### src/rtl/paced_shift_pkg.sv
package paced_shift_pkg;

    localparam int unsigned DEF_WIDTH = 8;
    localparam int unsigned DEF_PACE  = 5;

    // Action applied to the register on a given edge.
    typedef enum logic [1:0] {
        ACT_HOLD  = 2'd0,
        ACT_SHIFT = 2'd1,
        ACT_CLEAR = 2'd2
    } reg_act_e;

    // Control bundle from the pacing counter to the register.
    typedef struct packed {
        logic clear;
        logic take;
    } pace_ctl_t;

    function automatic int unsigned cnt_width(input int unsigned pace);
        return (pace > 1) ? $clog2(pace) : 1;
    endfunction

    function automatic reg_act_e pick_act(input pace_ctl_t ctl);
        if (ctl.clear)
            return ACT_CLEAR;
        else if (ctl.take)
            return ACT_SHIFT;
        else
            return ACT_HOLD;
    endfunction

endpackage

### src/rtl/pace_counter.sv
module pace_counter
    import paced_shift_pkg::*;
#(
    parameter int unsigned PACE = DEF_PACE,
    localparam int unsigned CW  = cnt_width(PACE)
) (
    input  logic          clk,
    input  logic          rst,
    output logic [CW-1:0] count,
    output logic          take
);

    localparam logic [CW-1:0] LAST = CW'(PACE - 1);

    logic [CW-1:0] cnt_q;
    logic [CW-1:0] cnt_d;

    assign take  = (cnt_q == LAST);
    assign count = cnt_q;

    always_comb begin
        if (take)
            cnt_d = '0;
        else
            cnt_d = cnt_q + CW'(1);
    end

    always_ff @(posedge clk) begin
        if (rst)
            cnt_q <= '0;
        else
            cnt_q <= cnt_d;
    end

endmodule

### src/rtl/shift_core.sv
module shift_core
    import paced_shift_pkg::*;
#(
    parameter int unsigned WIDTH = DEF_WIDTH
) (
    input  logic             clk,
    input  reg_act_e         act,
    input  logic             din,
    output logic [WIDTH-1:0] q
);

    logic [WIDTH-1:0] q_r;
    logic [WIDTH-1:0] q_d;

    for (genvar i = 0; i < WIDTH; i++) begin : g_bit
        logic src;
        if (i == WIDTH - 1) begin : g_top
            assign src = din;
        end else begin : g_mid
            assign src = q_r[i+1];
        end

        always_comb begin
            unique case (act)
                ACT_CLEAR: q_d[i] = 1'b0;
                ACT_SHIFT: q_d[i] = src;
                default:   q_d[i] = q_r[i];
            endcase
        end
    end

    always_ff @(posedge clk) begin
        q_r <= q_d;
    end

    assign q = q_r;

endmodule

### src/rtl/paced_shift_reg.sv
module paced_shift_reg
    import paced_shift_pkg::*;
#(
    parameter int unsigned WIDTH = DEF_WIDTH,
    parameter int unsigned PACE  = DEF_PACE
) (
    input  logic             clk,
    input  logic             rst,
    input  logic             ser_in,
    output logic [WIDTH-1:0] par_out
);

    localparam int unsigned CW = cnt_width(PACE);

    logic [CW-1:0] pace_cnt;
    logic          shift_en;
    pace_ctl_t     ctl;
    reg_act_e      act;

    pace_counter #(.PACE(PACE)) u_pace (
        .clk   (clk),
        .rst   (rst),
        .count (pace_cnt),
        .take  (shift_en)
    );

    always_comb begin
        ctl.clear = rst;
        ctl.take  = shift_en;
        act       = pick_act(ctl);
    end

    shift_core #(.WIDTH(WIDTH)) u_core (
        .clk (clk),
        .act (act),
        .din (ser_in),
        .q   (par_out)
    );

endmodule

### config.mk
export PLATFORM = sky130hd
export DESIGN_NAME = paced_shift_reg
export DESIGN_NICKNAME = d
export VERILOG_FILES = /design/src/rtl/paced_shift_pkg.sv /design/src/rtl/pace_counter.sv /design/src/rtl/shift_core.sv /design/src/rtl/paced_shift_reg.sv
export SDC_FILE = /design/constraint.sdc
export NUM_CORES = 1
export LEC_CHECK = 0
export BUFFER_PORTS_ARGS = -buffer_cell sky130_fd_sc_hd__buf_2
export CAP_MARGIN = 0
export CORE_AREA = 3 3 40 42
export DETAILED_ROUTE_END_ITERATION = 7
export DIE_AREA = 0 0 43 45
export PLACE_DENSITY = 0.6
export SETUP_SLACK_MARGIN = 0.05
export SLEW_MARGIN = 20
export SYNTH_ARGS = -nofsm -noshare
export SYNTH_HDL_FRONTEND = slang
export SYNTH_SLANG_ARGS = --single-unit
### constraint.sdc
create_clock -name clk -period 1.7 [get_ports clk]
set_input_delay 0.085 -clock clk [delete_from_list [all_inputs] [get_ports clk]]
set_output_delay 0.085 -clock clk [all_outputs]
set_load 0.01 [all_outputs]
Word-level counts from Yosys, hierarchy flattened
Index checks and enable logic that the tools add are counted.
{"block": "word_totals", "ff_bits": 11, "inputBits": 3, "out_inout_bits": 8, "word_cells": 18}
{"block": "op_classes", "n_addsub": 1, "eq_ne": 3, "mux": 10, "n_reduce_logical": 2}
{"cell": "1-bit one-hot mux with 2 select lines", "n": 8}
{"cell": "3-bit by 1-bit adder with 3-bit output (second input constant)", "n": 1}
{"cell": "3-bit equality test (second input constant)", "n": 1}
{"cell": "2-bit by 1-bit equality test with 1-bit output (second input constant)", "n": 1}
{"cell": "2-bit equality test (second input constant)", "n": 1}
{"cell": "2-bit two-way mux", "n": 1}
{"cell": "2-bit nonzero test", "n": 1}
{"cell": "2-bit OR reduction", "n": 1}
{"cell": "1-bit two-way mux", "n": 1}

Longest topological paths before layout
{"block": "depth", "ltp_word": 5, "ltp_mapped": 4, "mapped_depth_nobuf": 4}

By module
A second synthesis with hierarchy kept.
{"block": "hier_totals", "cells_unflattened": 33, "hier_area_um2": 459.2}
{"module": "shift_core", "n_inst": 1, "cells_per_inst": 19, "area_each_um2": 310.3, "seq_area_each_um2": 240.2}
{"module": "pace_counter", "n_inst": 1, "cells_per_inst": 13, "area_each_um2": 135.1, "seq_area_each_um2": 60.1}
{"module": "paced_shift_reg", "n_inst": 1, "cells_per_inst": 1, "area_each_um2": 13.8, "seq_area_each_um2": 0.0}

Worst setup path before layout
No wires, ideal clock.
{"block": "synth_timing", "path_kind": "reg-to-reg", "from": "register u_pace.cnt_q[0] (netlist: u_pace.count[0])", "to": "register u_core.q_r[0] (netlist: u_core.q[0]), data pin", "arrival_time_ns": 0.935, "t_required_ns": 1.445, "slack_ns": 0.510, "stages_incl_launch_ff": 5, "path_buffers": 0, "synth_period_minus_slack_ns": 1.190, "path_cell_list": "dfxtp_1 -> inv_1 -> ha_1 -> and3b_1 -> and2_1"}
{"block": "synth_between", "elab_chain_len": 5, "word_cells_on_any_way": 6}
{"element": "start: declaration", "line": "pace_counter.sv:15", "text": "logic [CW-1:0] cnt_q;"}
{"element": "start signal: assignment", "line": "pace_counter.sv:32", "text": "cnt_q <= cnt_d;"}
{"element": "3-bit equality test (*)", "line": "pace_counter.sv:18", "text": "assign take = (cnt_q == LAST);"}
{"element": "1-bit two-way mux (*)", "line": "paced_shift_pkg.sv:26", "text": "else if (ctl.take)"}
{"element": "2-bit two-way mux (*)", "line": "paced_shift_pkg.sv:24", "text": "if (ctl.clear)"}
{"element": "2-bit by 1-bit equality test with 1-bit output / 2-bit equality test (equally long branches)", "line": "shift_core.sv:24", "text": "unique case (act)"}
{"element": "1-bit one-hot mux with 2 select lines (*)", "line": "shift_core.sv:24"}
{"element": "named net u_core.q_d[0]", "line": "shift_core.sv:13", "text": "logic [WIDTH-1:0] q_d;"}
{"element": "end signal: assignment", "line": "shift_core.sv:33", "text": "q_r <= q_d;"}
{"element": "end: declaration", "line": "shift_core.sv:12", "text": "logic [WIDTH-1:0] q_r;"}
Mark *: on every way through the listed nets, which the timed path passes. The rest lies on a longest branch.
A chain may end at the register's enable or synchronous reset.

Worst setup path in the final report
{"block": "layout_timing", "from": "register u_pace.cnt_q[0] (netlist: u_pace.count[0])", "to": "register u_core.q_r[1] (netlist: u_core.q[1]), data pin"}
Same word-level chain as after synthesis.

==> flow_summary.toml <==
[worst_setup_path]
timing.critical_path.to_type = "flip-flop"
cp.arrival_ns = 1.34
path_cells = "inv_1 > ha_1 > and3b_1 > and2_1"
worst-endpoint-required_ns = 1.72
worstSetupStartpointType = "flip-flop"
critical_path.max_stage_delay_ns = 0.36
crit_path_max_fanout = 8
setup.reg_to_reg.worst_slack_ns = 0.38
cp_slowest_cell = "dfxtp_1"
worst-setup-path-type = "flip-flop to flip-flop"

[floorplanning]
boundaryPins = 11
die_y_um = 45
die_width_um = 43
initial_utilization_pct = 33.8
core.rowCount = 13
core_mm2 = 0.00128
die_footprint_mm2 = 0.00194

[global_route]
total_overflow_reported_by_the_global_router = 0
grt_util_all_layers_pct = 7.37
grt_first_pass_wirelength_mm = 1.06
grt_start_max_net_pins = 11
first_global_vias = 272
grt_antenna_before_repair = 0

[power]
power-per-cell-area_mw_per_mm2 = 990
power.ir.vdd_worst_mv = 0.391
power_mw = 0.524
power_report.internal_total_mw = 0.411
combinationalPowerShare_pct = 8.0
switching_share_of_total_power_pct = 21.6
share_clk_of_total_power_pct = 32.7
static-leakage-power_nw = 0.238
power.net_switching_mw = 0.113
power.share.sequential_pct = 59.3

[sta]
slew-limit-headroom_pct = 75.3
layout_setup_ws_ns = 0.380
final_min_period_over_clock_period_pct = 77.6
final-hold-violation-count = 0
fin_setup_tns_ns = 0
tightestPinTransition_ns = 0.370
finalSetupViolCount = 0
max_slew_violation_count = 0
achievable_frequency_mhz = 758
setup_repair_after_global_routing_missed_its_margin = "false"
timing.final.crit_period_ns = 1.32
finalClockSkew_ns = 0.00283

[clock_tree]
cts_made_buffers = 3
cts.repair_timing.setup_buffer_count = 0
cts_root_buf = "clkbuf_4"
post_cts_resize_count = 0
clockBufferDepth = 2
cts_htree_levels = 1
clock_latency_ns = 0.26
worst_setup_hold_path_clk_slew_ns = 0.07
cts_tree = "done"
cts_hold_buf = 0
clock_sinks = 11

[layout]
finalCoreUtilization_pct = 41.2
antenna_cells_inserted = 0
nets = 51
layout-drive-gt1-share_pct = 31.1
fill_cells = 129
syn2layout_area_growth_pct = 21.9

[drt]
wirelength_um = 665
detail_route.first_pass.iterations = 3
drt_iter0_drc = 3
avgViaCountPerCell = 4.40
detailroute.via_count = 264
ant_nets = 0
detail_route.drc_violations = 0
routed_wire_length_per_instance_um = 11.1

[hold_path]
hold_class = "input pin to flip-flop"

[synth]
synth_largest_type_area_fraction_pct = 55.3
postSynthNetCount = 36
netlist_area_um2 = 434
yosysUniqueCellTypes = 11
syn_inst_count = 31
synth.avg_cell_area_um2 = 14.0
synth_area_leader_cell = "edfxtp_1"
yosys_warnings = 0
synth-seq-area-share_pct = 69.2
postSynthRegisterBits = 11
ys_top_cells_by_area = "edfxtp_1 55%, dfxtp_1 14%, and2_1 12%"

[placement]
io_buffers = 10
gp_congestion = 0.679
dp_slack_ns = 0.380

[flow_run]
max_cap_viol_count = 0

[status]
outcome = "finished, final reports clean"
## synthesized netlist by cell type
cell / count
and2_1: 8
edfxtp_1: 8
dfxtp_1: 3
inv_1: 3
ha_1: 2
nor2_1: 2
a21o_1: 1
a21oi_2: 1
and3b_1: 1
nand2b_1: 1
or3b_1: 1
## critical path, delay by kind of cell, from the launching register on
kind | cells | cell delay [ns]
buffers and inverters | 1 | 0.06
DFF | 1 | 0.36
and+or+nand+nor | 2 | 0.43
adders and majority gates | 1 | 0.22
## metrics by stage
step | hold slack (ns) | instance area, um2 | cells
floorplan | 0.147 | 434 | 31
global placement | 0.272 | 503 | 56
detailed placement | 0.289 | 503 | 56
CTS | 0.0168 | 529 | 60
global route | 0.0223 | 529 | 60
finish | 0.0149 | 529 | 60
## cells in the final DEF, fill, tap and decap left out
cell type,count
buf_2,10
nor2_1,2
edfxtp_1,8
and2_1,8
a21o_1,1
clkbuf_1,1
clkbuf_4,3
or3b_1,1
nand2b_1,1
and3b_1,1
inv_1,3
dfxtp_1,3
ha_1,2
a21oi_2,1
## per-layer routing
layer | GRT usage, % | vias to the layer above | wire length [um]
li1 | - | 134 | -
met1 | 9.14 | 122 | 313
met2 | 12.0 | 8 | 300
met3 | 1.99 | 0 | 51
met4 | 3.61 | 0 | 0
met5 | 0 | - | 0
## cell families (layout without fill, tap and decap cells)
| family | Yosys count | after routing | share of synthesized area (%) |
|---|---|---|---|
| buffers and inverters | 3 | 17 | 2.59 |
| and+or+nand+nor | 13 | 13 | 18.7 |
| adders and majority gates | 2 | 2 | 5.76 |
| AOI/OAI and AO/OA | 2 | 2 | 3.75 |
| DFF | 11 | 11 | 69.2 |
## cell type report
cell class / count / area [um2] / share of cell area (%)
tap: 15 / 18.8 / 3.55
sequential: 11 / 300 / 56.7
clock buffer: 4 / 26.3 / 4.96
inverter: 3 / 11.3 / 2.13
multi-input combinational: 17 / 123 / 23.2
timing repair buffer: 10 / 50.0 / 9.46
## state kept, by name (all words and copies together), names as in the netlist
signal	flops
u_pace.count	3
u_core.q	8
## power by group through the flow
| stage | sequential, mW | clock, mW | combinational, mW |
|---|---|---|---|
| global route | 0.312 | 0.185 | 0.0487 |
| floorplan | 0.320 | 0 | 0.0205 |
| detailed placement | 0.317 | 0 | 0.0430 |
| global placement | 0.315 | 0 | 0.0390 |
| CTS | 0.311 | 0.173 | 0.0432 |
| finish | 0.311 | 0.171 | 0.0420 |
## path summary, 6_finish.rpt
| kind | start | endpoint | cells after the start |
|---|---|---|---|
| max | u_pace.count[0] | u_core.q[1] | 4 |
| min | rst | u_pace.count[2] | 2 |
| max reg2reg | u_pace.count[0] | u_core.q[1] | 4 |
| min reg2reg | u_pace.count[0] | u_pace.count[0] | 1 |
No activity file was read; power rests on OpenSTA's default activity.
